## src/rtl/slp_pkg.sv

```systemverilog
package slp_pkg;

    localparam int MODE_W = 3;
    localparam int WAKE_W = 8;

    // mode codes (the encoding is behaviour: software writes these)
    localparam logic [MODE_W-1:0] CODE_IDLE  = 3'b000;
    localparam logic [MODE_W-1:0] CODE_QUIET = 3'b001;
    localparam logic [MODE_W-1:0] CODE_PDOWN = 3'b010;
    localparam logic [MODE_W-1:0] CODE_STBY  = 3'b110;

    // wake vector bit positions
    localparam int WK_ADC_DONE = 0;
    localparam int WK_WDT_IRQ  = 1;
    localparam int WK_TWI_ADDR = 2;
    localparam int WK_TMR2     = 3;
    localparam int WK_NVM_RDY  = 4;
    localparam int WK_EXT_LVL  = 5;
    localparam int WK_PIN_CHG  = 6;
    localparam int WK_OTHER    = 7;

    typedef struct packed {
        logic cpu;
        logic flash;
        logic io;
        logic adc;
        logic asyn;
        logic osc;
    } clk_en_t;

    localparam clk_en_t EN_ALL  = '{cpu: 1'b1, flash: 1'b1, io: 1'b1, adc: 1'b1, asyn: 1'b1, osc: 1'b1};
    localparam clk_en_t EN_WARM = '{cpu: 1'b0, flash: 1'b0, io: 1'b0, adc: 1'b0, asyn: 1'b0, osc: 1'b1};

    typedef struct packed {
        logic              valid;
        clk_en_t           en;
        logic [WAKE_W-1:0] mask;
        logic              adc_kick;
        logic              needs_warm;
    } profile_t;

    typedef enum logic [1:0] {
        ST_RUN,
        ST_SLEEP,
        ST_WARM
    } state_t;

endpackage

```

## src/rtl/slp_mode_decode.sv

```systemverilog
module slp_mode_decode
    import slp_pkg::*;
(
    input  logic [MODE_W-1:0] mode_i,
    output profile_t          prof_o
);

    localparam logic [WAKE_W-1:0] MASK_ANY = '1;
    localparam logic [WAKE_W-1:0] MASK_QUIET = MASK_ANY & ~(WAKE_W'(1) << WK_OTHER);
    localparam logic [WAKE_W-1:0] MASK_DEEP =
        (WAKE_W'(1) << WK_WDT_IRQ) | (WAKE_W'(1) << WK_TWI_ADDR) |
        (WAKE_W'(1) << WK_EXT_LVL) | (WAKE_W'(1) << WK_PIN_CHG);

    always_comb begin
        prof_o            = '0;
        prof_o.en         = EN_ALL;
        case (mode_i)
            CODE_IDLE: begin
                prof_o.valid    = 1'b1;
                prof_o.en       = '{cpu: 1'b0, flash: 1'b0, io: 1'b1, adc: 1'b1, asyn: 1'b1, osc: 1'b1};
                prof_o.mask     = MASK_ANY;
                prof_o.adc_kick = 1'b1;
            end
            CODE_QUIET: begin
                prof_o.valid    = 1'b1;
                prof_o.en       = '{cpu: 1'b0, flash: 1'b0, io: 1'b0, adc: 1'b1, asyn: 1'b1, osc: 1'b1};
                prof_o.mask     = MASK_QUIET;
                prof_o.adc_kick = 1'b1;
            end
            CODE_PDOWN: begin
                prof_o.valid      = 1'b1;
                prof_o.en         = '0;
                prof_o.mask       = MASK_DEEP;
                prof_o.needs_warm = 1'b1;
            end
            CODE_STBY: begin
                prof_o.valid = 1'b1;
                prof_o.en    = EN_WARM;
                prof_o.mask  = MASK_DEEP;
            end
            default: begin
                prof_o.valid = 1'b0;
            end
        endcase
    end

endmodule

```

## src/rtl/slp_warmup_timer.sv

```systemverilog
module slp_warmup_timer #(
    parameter int CNT_W = 8
) (
    input  logic             clk,
    input  logic             rst_n,
    input  logic             load_i,
    input  logic [CNT_W-1:0] load_val_i,
    output logic             expired_o
);

    logic [CNT_W-1:0] cnt_d, cnt_q;

    always_comb begin
        cnt_d = cnt_q;
        if (load_i) begin
            cnt_d = load_val_i;
        end else if (cnt_q != '0) begin
            cnt_d = cnt_q - CNT_W'(1);
        end
    end

    always_ff @(posedge clk or negedge rst_n) begin
        if (!rst_n) begin
            cnt_q <= '0;
        end else begin
            cnt_q <= cnt_d;
        end
    end

    assign expired_o = (cnt_q == '0);

    // once drained, the count stays drained until reloaded
    a_r11_no_wrap: assert property (@(posedge clk) disable iff (!rst_n)
        (expired_o && !load_i) |=> expired_o);

endmodule

```

## src/rtl/sleep_clk_ctrl.sv

```systemverilog
module sleep_clk_ctrl
    import slp_pkg::*;
#(
    parameter int CNT_W = 8
) (
    input  logic             clk,
    input  logic             rst_n,
    input  logic             sleep_exec,
    input  logic             sleep_en,
    input  logic [2:0]       mode_sel,
    input  logic             adc_enabled,
    input  logic [7:0]       wake_evt,
    input  logic             reset_req,
    input  logic [CNT_W-1:0] osc_start_cycles,
    output logic             clk_en_cpu,
    output logic             clk_en_flash,
    output logic             clk_en_io,
    output logic             clk_en_adc,
    output logic             clk_en_async,
    output logic             osc_en,
    output logic             adc_start
);

    typedef struct packed {
        state_t            state;
        clk_en_t           en;
        logic [WAKE_W-1:0] mask;
        logic              warm;
        logic              adc_start;
    } ctrl_t;

    localparam ctrl_t CTRL_RESET = '{state: ST_RUN, en: EN_ALL, mask: '0, warm: 1'b0, adc_start: 1'b0};

    ctrl_t    ctrl_d, ctrl_q;
    profile_t prof;
    logic     wake_hit;
    logic     tmr_load;
    logic     tmr_expired;

    slp_mode_decode i_decode (
        .mode_i (mode_sel),
        .prof_o (prof)
    );

    slp_warmup_timer #(.CNT_W(CNT_W)) i_timer (
        .clk        (clk),
        .rst_n      (rst_n),
        .load_i     (tmr_load),
        .load_val_i (osc_start_cycles),
        .expired_o  (tmr_expired)
    );

    assign wake_hit = |(wake_evt & ctrl_q.mask);
    assign tmr_load = !reset_req && (ctrl_q.state == ST_SLEEP) && wake_hit && ctrl_q.warm;

    always_comb begin
        ctrl_d           = ctrl_q;
        ctrl_d.adc_start = 1'b0;
        if (reset_req) begin
            ctrl_d.state = ST_RUN;
            ctrl_d.en    = EN_ALL;
        end else begin
            case (ctrl_q.state)
                ST_RUN: begin
                    if (sleep_exec && sleep_en && prof.valid) begin
                        ctrl_d.state     = ST_SLEEP;
                        ctrl_d.en        = prof.en;
                        ctrl_d.mask      = prof.mask;
                        ctrl_d.warm      = prof.needs_warm;
                        ctrl_d.adc_start = prof.adc_kick && adc_enabled;
                    end
                end
                ST_SLEEP: begin
                    if (wake_hit) begin
                        if (ctrl_q.warm) begin
                            ctrl_d.state = ST_WARM;
                            ctrl_d.en    = EN_WARM;
                        end else begin
                            ctrl_d.state = ST_RUN;
                            ctrl_d.en    = EN_ALL;
                        end
                    end
                end
                ST_WARM: begin
                    if (tmr_expired) begin
                        ctrl_d.state = ST_RUN;
                        ctrl_d.en    = EN_ALL;
                    end
                end
                default: begin
                    ctrl_d.state = ST_RUN;
                    ctrl_d.en    = EN_ALL;
                end
            endcase
        end
    end

    always_ff @(posedge clk or negedge rst_n) begin
        if (!rst_n) begin
            ctrl_q <= CTRL_RESET;
        end else begin
            ctrl_q <= ctrl_d;
        end
    end

    assign clk_en_cpu   = ctrl_q.en.cpu;
    assign clk_en_flash = ctrl_q.en.flash;
    assign clk_en_io    = ctrl_q.en.io;
    assign clk_en_adc   = ctrl_q.en.adc;
    assign clk_en_async = ctrl_q.en.asyn;
    assign osc_en       = ctrl_q.en.osc;
    assign adc_start    = ctrl_q.adc_start;

    // a request without the enable bit keeps the core clocked
    a_r1_needs_enable: assert property (@(posedge clk) disable iff (!rst_n)
        (clk_en_cpu && sleep_exec && !sleep_en) |=> clk_en_cpu);

    // the conversion start is a single-cycle pulse
    a_r7_single_pulse: assert property (@(posedge clk) disable iff (!rst_n)
        adc_start |=> !adc_start);

    // the pulse only accompanies the CPU clock going away
    a_r7_only_on_entry: assert property (@(posedge clk) disable iff (!rst_n)
        adc_start |-> (!clk_en_cpu && clk_en_adc));

    // a reset request brings every enable back on the next edge
    a_r12_reset_restores: assert property (@(posedge clk) disable iff (!rst_n)
        reset_req |=> (clk_en_cpu && clk_en_flash && clk_en_io &&
                       clk_en_adc && clk_en_async && osc_en));

    // with the oscillator off, the CPU clock cannot return without a start-up phase
    a_r11_warm_first: assert property (@(posedge clk) disable iff (!rst_n)
        (!osc_en && !reset_req) |=> !clk_en_cpu);

    // oscillator off implies the peripheral clocks are off too
    a_r4_deep_all_off: assert property (@(posedge clk) disable iff (!rst_n)
        !osc_en |-> (!clk_en_io && !clk_en_adc && !clk_en_async));

endmodule

```

## config.mk

```make
export PLATFORM = sky130hd
export DESIGN_NAME = sleep_clk_ctrl
export DESIGN_NICKNAME = d
export VERILOG_FILES = /design/src/rtl/slp_pkg.sv /design/src/rtl/slp_mode_decode.sv /design/src/rtl/slp_warmup_timer.sv /design/src/rtl/sleep_clk_ctrl.sv
export SDC_FILE = /design/constraint.sdc
export NUM_CORES = 1
export LEC_CHECK = 0
export ABC_AREA = 1
export BUFFER_PORTS_ARGS = -buffer_cell sky130_fd_sc_hd__buf_2
export CAP_MARGIN = 15
export CORE_AREA = 3 3 53 55
export DETAILED_ROUTE_END_ITERATION = 6
export DIE_AREA = 0 0 56 58
export PLACE_DENSITY = 0.75
export SLEW_MARGIN = 10
export SYNTH_ARGS = -nofsm -noshare
export SYNTH_HDL_FRONTEND = slang
export SYNTH_SLANG_ARGS = --single-unit
```

## constraint.sdc

```tcl
create_clock -name clk -period 1.85 [get_ports clk]
set_clock_uncertainty 0.05 [all_clocks]
set_input_delay 0.37 -clock clk [delete_from_list [all_inputs] [get_ports clk]]
set_output_delay 0.37 -clock clk [all_outputs]
set_load 0.1 [all_outputs]
```

---- Yosys cells after proc, flatten, opt, wreduce, memory -nomap -nowiden ----
Cells that the tools add are included.
word-level totals
  flip-flop bits (word level) ............. 26
  logic and storage cells ................. 53
  output and inout port bits .............. 7
cells by class
  add/subtract/negate cells ............... 1
  reductions and logical operators ........ 17
  bitwise operators ....................... 2
  mux-type cells .......................... 14
  equal/unequal tests ..................... 8
operators by type and width
  operator                                                number
  one-hot mux 14 bit (4 select lines)                     1
  two-way mux 8 bit                                       6
  one-hot mux 8 bit (3 select lines)                      1
  two-way mux 18 bit                                      1
  bitwise AND 8 bit                                       1
  zero test 8 bit                                         1
  nonzero test 8 bit                                      1
  OR reduction 8 bit                                      1
  subtractor 8 x 1 -> 8 bit (second input constant)       1
  logical AND 1 bit                                       6
  inequality test 3 bit (second input constant)           2
  AND reduction 3 bit                                     2
  two-way mux 1 bit                                       5
  OR reduction 4 bit                                      1
  == test 3 x 1 -> 1 bit (second input constant)          1
  == test 3 x 2 -> 1 bit (second input constant)          1
  == test 3 bit (second input constant)                   1
  zero test 3 bit                                         1
  inequality test 3 x 2 -> 1 bit (second input constant)  1
  == test 2 x 1 -> 1 bit (second input constant)          1
  == test 2 bit (second input constant)                   1
  zero test 2 bit                                         1
  nonzero test 2 bit                                      1
  OR reduction 2 bit                                      1
  other kinds (2)                                         2

---- Depth between registers and ports, before layout ----
Gate-level depths: netlist of run 1.
  word-level depth ........................ 7
  gate-level depth with buffers ........... 9
  depth with buffers taken out ............ 8

---- By module ----
A second synthesis of run 1 with hierarchy kept.
unflattened totals
  cells, all modules ...................... 213
  area, all modules ....................... 1567.8 um2
by module, submodules not included
  module            instances  sequential area each (um2)  cells each  area each (um2)
  sleep_clk_ctrl    1          457.9                       120         924.6
  slp_warmup_timer  1          200.2                       71          513.0
  slp_mode_decode   1          0.0                         22          130.1

---- Least setup slack after synthesis of run 1 ----
No wires, ideal clock.
  kind .................................... reg-to-output
  start ................................... register clk_en_adc (netlist name)
  end ..................................... output clk_en_async
  data required time ...................... 1.430 ns
  stages on the path, launching flop included .. 2
  data arrival time ....................... 1.227 ns
  path slack .............................. 0.203 ns
  path through ............................ dfstp_2 > buf_4
RTL lines
  what       RTL line              RTL
  to (decl)  sleep_clk_ctrl.sv:19  output logic clk_en_async,

---- Worst setup path in the final report of run 1 ----
  start ................................... register ctrl_q, in the netlist clk_en_cpu
  end ..................................... output clk_en_cpu
RTL lines
  what                    RTL line               RTL
  from (decl)             sleep_clk_ctrl.sv:34   ctrl_t ctrl_d, ctrl_q;
  from (signal assigned)  sleep_clk_ctrl.sv:102  ctrl_q <= ctrl_d;
  to (decl)               sleep_clk_ctrl.sv:15   output logic clk_en_cpu,
No word-level cell between the ends.

==> results of run 1 <==
worst max-delay path by stage:
stage	from	to	slack, ns
2_1_floorplan	clk_en_adc	clk_en_async	0.20
3_3_place_gp	wake_evt[7]	i_timer.cnt_q[1]	0.41
3_5_place_dp	wake_evt[7]	i_timer.cnt_q[0]	0.33
4_1_cts	clk_en_adc	clk_en_adc	0.14
5_1_grt	clk_en_adc	clk_en_adc	0.11
6_report	clk_en_cpu	clk_en_cpu	0.15
logic make-up (layout without fill, tap and decap cells):
kind of cell    count (synthesis)  after routing  share of synthesized area
compound gates                  8              8                     0.0427
buf+inv                        24             57                     0.0874
fa+ha+maj                       2              2                     0.0208
simple gates                  110            110                      0.420
flops                          19             19                      0.400
xor+xnor                        4              4                     0.0291
layout by cell type, fill, tap and decap left out, types with 2 or more instances in the layout:
cell type | Yosys | routed
nor2_1 | 10 | 10
nand2_2 | 4 | 4
nand3_1 | 14 | 14
dfstp_2 | 4 | 4
xor2_1 | 2 | 2
nand4_1 | 5 | 5
nand2_1 | 64 | 64
nor3_1 | 3 | 3
a21oi_1 | 2 | 2
clkbuf_4 | 0 | 3
o21ai_0 | 4 | 4
xnor2_1 | 2 | 2
buf_2 | 0 | 31
inv_1 | 21 | 21
ha_1 | 2 | 2
dfrtp_1 | 15 | 15
nor2_4 | 3 | 3
nor2_2 | 3 | 3
cells in the mapped netlist (all sizes together):
cell / instances / area share
nand2: 68 / 0.22
inv: 21 / 0.066
nor2: 16 / 0.075
dfrtp: 15 / 0.31
nand3: 15 / 0.067
o21ai: 6 / 0.034
nand4: 5 / 0.026
dfstp: 4 / 0.087
nor3: 4 / 0.021
buf: 3 / 0.022
a21oi: 2 / 0.0083
ha: 2 / 0.021
xnor2: 2 / 0.015
xor2: 2 / 0.015
nand3b: 1 / 0.0062
or2: 1 / 0.0052
stage by stage:
stage               instance area, um2  std cells
finish                            1410        230
detailed placement                1370        225
CTS                               1410        230
global placement                  1370        225
global route                      1410        230
floorplan                         1200        167
metal layers:
metal | up-vias | track usage | wire length, um
li1 | 589 | - | -
met1 | 496 | 0.228 | 1190
met2 | 25 | 0.295 | 1180
met3 | 2 | 0.0200 | 115
met4 | 0 | 0.0305 | 17
met5 | - | 0 | 0
power groups by stage:
| stage | combinational [W] | sequential (W) | clock [W] |
|---|---|---|---|
| after global routing | 0.000842 | 0.000660 | 0.000237 |
| after detailed placement | 0.000751 | 0.000652 | 0 |
| after CTS | 0.000758 | 0.000644 | 0.000220 |
| final | 0.000752 | 0.000644 | 0.000214 |
| after floorplan | 0.000510 | 0.000744 | 0 |
| after global placement | 0.000736 | 0.000648 | 0 |
flip-flops by register name, summed over array words and instances, names as in the netlist:
name,flops
clk_en_adc,1
i_timer.cnt_q,8
adc_start,1
clk_en_io,1
clk_en_cpu,1
ctrl_q,6
osc_en,1
cell type report:
class / count / share of cell area
clock buffers: 3 / 0.0160
clock inverters: 1 / 0.00356
inverters: 21 / 0.0560
multi-input cells: 124 / 0.439
flip-flops and latches: 19 / 0.342
well taps: 30 / 0.0267
repair buffers: 32 / 0.117
timing repair:
item | in CTS | in global routing
hold endpoints to repair | 15 | 0
buffers inserted | 0 | 0
hold buffers | 1 | 0
==> reports/summary.txt, run 1 <==
Status: finished clean
Crit share post-route: 0.920
Pre-Repair DR Iteration Count: 4
Core area: 2430 um2
I/O pin cnt: 32
Via density: 4.83
Sequential share of power: 0.400
Worst Setup End Kind: primary output
Net Sw Frac: 0.460
Die area: 3250 um2
Crit-path max cell delay: 0.56 ns
Total power: 0.00161 W
Clock transition at path regs: 0.12 ns
Critical path's slowest cell: dfstp_2
Reg2reg start: ctrl_q[8]
Internal power: 0.000870 W
Initial Utilization: 0.494
GPL Wtd Cong: 0.809
Iter 0 DRT Violations: 20
WS Path Type: reg -> out
Std-Cell Rows: 18
CTS resizes: 0
PnR worst setup slack: 0.147 ns
Worst vdd ir: 0.709 mV
YS warnings: 0
Hold Crit Class: in -> reg
Vias: 1112
Area grow syn2layout: 17.0%
Largest net degree at the start of global routing: 20
Post-layout util: 0.578
Critical Path Start Type: flip-flop
First-pass GRT wire length: 4430 um
Mapped cell area: 1200 um2
Syn Nets: 194
Syn_area_per_cell: 7.20 um2
Initial antenna violation count: 0
Max Transition Viols Final: 0
Switch Pwr: 0.000740 W
Fmax: 587 MHz
Seq cells post-synth: 19
Die Y-Extent: 58 um
Hold_ws: 0.211 ns
Rel. slew slack: 0.677
Number of fill cells: 249
Hold depth: 3
Power Dens Cells: 1150 nW/um2
Reg2reg setup slack: 0.38 ns
Final Setup Violations: 0
R2r endpoint: i_timer.cnt_q[0]
Post-DRT Antenna Nets: 0
PortBufs: 31
CTS Buffer Depth: 2
Clock power frac: 0.133
Post-route DRC: 0
Worst Path Max Fanout: 3
H-tree levels: 1
Insertion delay to the later sink of the worst-skew pair: 0.30 ns
# diodes: 0
CTS tree: built
Gate power share: 0.467
Place WS: 0.331 ns
Seq/Total Area, Yosys: 0.400
Worst-Margin Slew: 0.488 ns
Final min period: 1.70 ns
Chip width: 56 um
Total GRT Usage: 0.169
GRT overflow: 0
Final hold vios: 0
CTS root buf: clkbuf_4
Hold Startpoint: osc_start_cycles[3]
Reg2reg path depth: 7
Vias in the first global route: 1053
RSZ-0062 raised after global routing: false
Register area: 480 um2
Crit-path cells: buf_2
Crit path depth: 1
Layout Nets: 228
Static leakage: 0.792 nW
Hpwl dp: 1990 um
CTS Sinks: 19
Min-Delay Endpoint: i_timer.cnt_q[3]
Cell variety after synth: 24
Critical path's top delay family: flip-flops
CP Data Required Time: 1.43 ns
Routed WL per cell: 10.9 um
Syn Inst Count: 167
Multi-input logic area: 617 um2
WP data arrival: 1.28 ns
Max Cap Viol: 0
TNS Setup: 0 ns
WP buf/inv: 1
CTS buffer count: 3
Final wirelength: 2500 um
Share of post-route cells with drive strength above 1: 0.265
(Power assumes the default switching activity.)
==> run 2: changes to the inputs <==
Settings changed: CELL_PAD_IN_SITES_DETAIL_PLACEMENT set to 1, CELL_PAD_IN_SITES_GLOBAL_PLACEMENT set to 1, CORE_AREA 3 3 53 55 to 3 3 62 64, DIE_AREA 0 0 56 58 to 0 0 65 67, PLACE_DENSITY 0.75 to not set, PLACE_DENSITY_LB_ADDON set to 0.3.
==> run 2 against run 1 <==
  * Clock-buffer cell count did not move
  * Wire length increased by 18%
  * Clock power hardly changed
  * Largest cell class unchanged
  * Highest routed layer unchanged
==> reports/summary.txt, run 2 (same netlist as run 1, synthesis figures left out) <==
Status: finished clean (unchanged)
Power Dens Cells: 1150 nW/um2 (about the same)
WP data arrival: 1.27 ns (was 1.28 ns)
Hold Startpoint: adc_enabled (was osc_start_cycles[3])
Area grow syn2layout: 18.6% (was 17.0%)
Hpwl dp: 2530 um (was 1990 um)
WP buf/inv: 1 (unchanged)
Die Y-Extent: 67 um (was 58 um)
CTS Buffer Depth: 2 (unchanged)
Std-Cell Rows: 21 (was 18)
Post-DRT Antenna Nets: 0 (unchanged)
Place WS: 0.339 ns (was 0.331 ns)
CTS buffer count: 3 (unchanged)
R2r endpoint: i_timer.cnt_q[6] (was i_timer.cnt_q[0])
Min-Delay Endpoint: adc_start (was i_timer.cnt_q[3])
First-pass GRT wire length: 5150 um (was 4430 um)
Crit share post-route: 0.916 (was 0.920)
Critical path's top delay family: flip-flops (unchanged)
Worst Setup End Kind: primary output (unchanged)
CTS root buf: clkbuf_4 (unchanged)
Vias: 1162 (was 1112)
Worst-Margin Slew: 0.487 ns (was 0.488 ns)
PortBufs: 31 (unchanged)
Die area: 4360 um2 (was 3250 um2)
Total power: 0.00164 W (was 0.00161 W)
Biggest regs: i_timer.cnt_q (8), ctrl_q (6) (unchanged)
Reg2reg setup slack: 0.36 ns (was 0.38 ns)
GPL Wtd Cong: 0.761 (was 0.809)
Chip width: 65 um (was 56 um)
# diodes: 0 (unchanged)
Critical path's slowest cell: dfstp_2 (unchanged)
Max reg flops: 8 (unchanged)
Final hold vios: 0 (unchanged)
Final wirelength: 2960 um (was 2500 um)
Initial antenna violation count: 0 (unchanged)
Worst vdd ir: 0.541 mV (was 0.709 mV)
Largest net degree at the start of global routing: 20 (unchanged)
Crit-path max cell delay: 0.55 ns (was 0.56 ns)
WS Path Type: reg -> out (unchanged)
Routed WL per cell: 12.0 um (was 10.9 um)
I/O pin cnt: 32 (unchanged)
Rel. slew slack: 0.677 (about the same)
Most frequent cells in the layout: nand2_1 (64), buf_2 (31), inv_1 (21) (unchanged)
Final Setup Violations: 0 (unchanged)
RSZ-0062 raised after global routing: false (unchanged)
# Post-CTS Setup Buffers: 0 (unchanged)
Commonest non-fill, non-tap cell in the layout: nand2_1 (unchanged)
Clock transition at path regs: 0.12 ns (about the same)
CTS Sinks: 19 (unchanged)
Static leakage: 0.792 nW (unchanged)
Max Cap Viol: 0 (unchanged)
CP Data Required Time: 1.43 ns (about the same)
Total GRT Usage: 0.153 (was 0.169)
Crit-path cells: buf_2 (unchanged)
Via density: 4.72 (was 4.83)
Pre-Repair DR Iteration Count: 4 (unchanged)
Critical Path Start Type: flip-flop (unchanged)
Hold Crit Class: in -> reg (unchanged)
Reg2reg path depth: 7 (unchanged)
Vias in the first global route: 1296 (was 1053)
Number of fill cells: 460 (was 249)
Core area: 3340 um2 (was 2430 um2)
GRT overflow: 0 (unchanged)
Iter 0 DRT Violations: 34 (was 20)
Share of post-route cells with drive strength above 1: 0.265 (unchanged)
CTS tree: built (unchanged)
Insertion delay to the later sink of the worst-skew pair: 0.30 ns (about the same)
Layout Nets: 228 (unchanged)
Hold_ws: 0.213 ns (was 0.211 ns)
Worst Path Max Fanout: 3 (unchanged)
Multi-input logic area: 617 um2 (unchanged)
H-tree levels: 1 (unchanged)
Reg2reg start: i_timer.cnt_q[0] (was ctrl_q[8])
Max Transition Viols Final: 0 (unchanged)
Final min period: 1.69 ns (was 1.70 ns)
Register area: 480 um2 (unchanged)
Post-route DRC: 0 (unchanged)
Largest reg by FF count: i_timer.cnt_q (unchanged)
Initial Utilization: 0.360 (was 0.494)
PnR worst setup slack: 0.156 ns (was 0.147 ns)
Hold depth: 3 (unchanged)
TNS Setup: 0 ns (unchanged)
Fmax: 590 MHz (was 587 MHz)
-- run 2: cell counts in the layout (fill, tap and decap cells not counted) --
No cell type changed its count.
-- run 2: worst max path at each step --
stage	to	cells past startpoint	startpoint	slack, ns
final	clk_en_adc	1	clk_en_adc	0.16
after global routing	clk_en_adc	1	clk_en_adc	0.1
after CTS	clk_en_adc	1	clk_en_adc	0.14
after detailed placement	i_timer.cnt_q[1]	9	wake_evt[6]	0.34
after global placement	i_timer.cnt_q[1]	9	wake_evt[6]	0.40
after floorplan	clk_en_async	1	clk_en_adc	0.20
-- run 2: through the flow --
step	cell area [um2]	std cells	utilization
global route	1430	246	0.427
CTS	1430	246	0.427
floorplan	1200	167	-
finish	1430	246	0.427
global placement	1390	241	0.416
detailed placement	1390	241	0.416
-- run 2: final cells by class --
class                      count  share of cell area
timing repair buffer          32               0.116
clock inverter                 1             0.00351
sequential                    19               0.337
tap                           46              0.0404
clock buffer                   3              0.0158
inverter                      21              0.0553
multi-input combinational    124               0.432
-- run 2: what timing repair did --
action / 4_1_cts / 5_1_grt
gates resized for setup: 0 / 0
hold buffers: 1 / 0
endpoints found under the hold margin: 15 / 0
-- run 2: routing by layer --
metal,GRT usage,share of wire
met1,0.166,0.43
met4,0.0660,0.0088
met2,0.287,0.53
met5,0,0
met3,0.0270,0.030
-- run 2: where the power goes --
group	internal, W	switching, W	total [W]	leakage (nW)
logic	0.000249	0.000530	0.000779	0.545
registers	0.000541	0.000105	0.000646	0.230
clock network	0.0000805	0.000135	0.000216	0.0177
total	0.000870	0.000770	0.00164	0.792
-- run 2: worst min-delay path: stages --
cell,delay (ns)
buf_2,0.09
inv_1,0.04
nor2_1,0.04
==> run 3: changes to the inputs <==
Settings changed: PLACE_DENSITY_LB_ADDON 0.3 to 0.12.
==> run 3 against run 2 <==
  * Clock power up 2%
  * Die area is the same
  * Clock-buffer cell count up 1
  * Register-to-register slack worse by 0.02 ns
  * First-iteration DRC count fell by 29%
  * Sequential cell count unchanged
  * Critical path depth stayed put
  * Cell count stayed put
  * Global-route usage down 0.19 points
  * Power decreased by 0.90%
  * Combinational power decreased by 2.8%
  * Fmax decreased by 0.65%
  * Largest cell class unchanged
==> reports/summary.txt, run 3 (same netlist as run 1, synthesis figures left out) <==
Hold Crit Class: in -> reg (unchanged)
Commonest non-fill, non-tap cell in the layout: nand2_1 (unchanged)
Core area: 3340 um2 (unchanged)
I/O pin cnt: 32 (unchanged)
Clock transition at path regs: 0.11 ns (was 0.12 ns)
CTS buffer count: 3 (unchanged)
PortBufs: 31 (unchanged)
Total GRT Usage: 0.151 (was 0.153)
Vias in the first global route: 1137 (was 1296)
RSZ-0062 raised after global routing: false (unchanged)
Routing usage on met1: 0.208 (was 0.166)
Die Y-Extent: 67 um (unchanged)
Layout Nets: 228 (unchanged)
Power Dens Cells: 1140 nW/um2 (was 1150 nW/um2)
Critical path's top delay family: flip-flops (unchanged)
Via density: 4.59 (was 4.72)
Max reg flops: 8 (unchanged)
GRT busiest layer: met2 (unchanged)
Reg2reg path depth: 8 (was 7)
Fmax: 587 MHz (was 590 MHz)
Worst Path Max Fanout: 3 (unchanged)
Worst vdd ir: 0.416 mV (was 0.541 mV)
Crit-path cells: buf_2 (unchanged)
WP buf/inv: 1 (unchanged)
Place WS: 0.296 ns (was 0.339 ns)
GRT overflow: 0 (unchanged)
First-pass GRT wire length: 5010 um (was 5150 um)
# diodes: 0 (unchanged)
Post-DRT Antenna Nets: 0 (unchanged)
Largest net degree at the start of global routing: 20 (unchanged)
Max Cap Viol: 0 (unchanged)
GPL Wtd Cong: 0.806 (was 0.761)
Final hold vios: 0 (unchanged)
Crit-path max cell delay: 0.56 ns (was 0.55 ns)
Insertion delay to the later sink of the worst-skew pair: 0.30 ns (about the same)
Rel. slew slack: 0.676 (was 0.677)
Worst Setup End Kind: primary output (unchanged)
Most frequent cells in the layout: nand2_1 (64), buf_2 (31), inv_1 (21) (unchanged)
CP Data Required Time: 1.43 ns (about the same)
Worst-Margin Slew: 0.489 ns (was 0.487 ns)
Largest reg by FF count: i_timer.cnt_q (unchanged)
Hold depth: 3 (unchanged)
Crit share post-route: 0.922 (was 0.916)
GR met2 Demand/Resource: 0.236 (was 0.287)
Status: finished clean (unchanged)
Chip width: 65 um (unchanged)
Initial Utilization: 0.360 (unchanged)
Post-route DRC: 0 (unchanged)
Final wirelength: 2940 um (was 2960 um)
Critical Path Start Type: flip-flop (unchanged)
H-tree levels: 1 (unchanged)
CTS tree: built (unchanged)
Routed WL per cell: 11.9 um (was 12.0 um)
Initial antenna violation count: 0 (unchanged)
WS Path Type: reg -> out (unchanged)
Iter 0 DRT Violations: 24 (was 34)
CTS Sinks: 19 (unchanged)
CTS resizes: 0 (unchanged)
Critical path's slowest cell: dfstp_2 (unchanged)
PnR worst setup slack: 0.145 ns (was 0.156 ns)
CTS root buf: clkbuf_4 (unchanged)
TNS Setup: 0 ns (unchanged)
Met3 track demand over resource: 0.0287 (was 0.0270)
Crit path depth: 1 (unchanged)
Die area: 4360 um2 (unchanged)
Vias: 1130 (was 1162)
Pre-Repair DR Iteration Count: 4 (unchanged)
WP data arrival: 1.29 ns (was 1.27 ns)
Final Setup Violations: 0 (unchanged)
Hold_ws: 0.209 ns (was 0.213 ns)
Area grow syn2layout: 18.5% (was 18.6%)
Final min period: 1.71 ns (was 1.69 ns)
Static leakage: 0.789 nW (was 0.792 nW)
Hpwl dp: 2410 um (was 2530 um)
Max Transition Viols Final: 0 (unchanged)
Biggest regs: i_timer.cnt_q (8), ctrl_q (6) (unchanged)
Share of post-route cells with drive strength above 1: 0.260 (was 0.265)
CTS Buffer Depth: 2 (unchanged)
Std-Cell Rows: 21 (unchanged)
[run 3: cell types whose count changed in the layout (fill, tap and decap cells not counted), sizes merged]
cell / previous run / this run
clkbuf: 3 / 4
clkinv: 1 / 0
[run 3: final timing paths]
path / slack, ns / to / start
setup / recovery: 0.14 / clk_en_async / clk_en_adc
hold / removal: 0.21 / i_timer.cnt_q[2] / osc_start_cycles[2]
setup reg to reg: 0.34 / i_timer.cnt_q[0] / ctrl_q[8]
hold reg to reg: 0.43 / osc_en / osc_en
max in group asynchronous: 0.94 / clk_en_cpu / rst_n
min in group asynchronous: 0.48 / ctrl_q[9] / rst_n
[run 3: per-stage QoR]
step	area [um2]	utilization	std cells	power (W)
detailed placement	1390	0.416	241	0.00142
CTS	1430	0.427	246	0.00165
global placement	1390	0.416	241	0.00140
floorplan	1200	-	167	0.00125
global route	1430	0.427	246	0.00179
finish	1430	0.427	246	0.00163
[run 3: layout make-up]
| class | instances | area (um2) |
|---|---|---|
| fill | 460 | 1910 |
| multi-input combinational | 124 | 617 |
| sequential | 19 | 480 |
| timing repair buffer | 32 | 165 |
| inverter | 21 | 78.8 |
| tap | 46 | 57.6 |
| clock buffer | 4 | 26.3 |
[run 3: worst register-to-register path, delay by kind of cell (launching register included)]
kind,cells,cell delay [ns]
AND/OR/NAND/NOR,6,0.67
buffers and inverters,1,0.16
flip-flops,1,0.44
AO/OA/AOI/OAI,1,0.07
[run 3: metal layers]
layer / up-vias / part of all wire
met5: - / 0
li1: 584 / -
met3: 4 / 0.042
met2: 20 / 0.45
met4: 0 / 0.0088
met1: 522 / 0.50
[run 3: power by group]
| group | total, W | leakage (nW) | internal, W | switching [W] |
|---|---|---|---|---|
| sequential | 0.000648 | 0.230 | 0.000541 | 0.000107 |
| clock | 0.000221 | 0.0150 | 0.0000841 | 0.000137 |
| combinational | 0.000757 | 0.545 | 0.000248 | 0.000509 |
[run 3: repair_timing]
action,in CTS,in global routing
buffers inserted,0,0
hold endpoints to repair,15,0
hold buffers,1,0
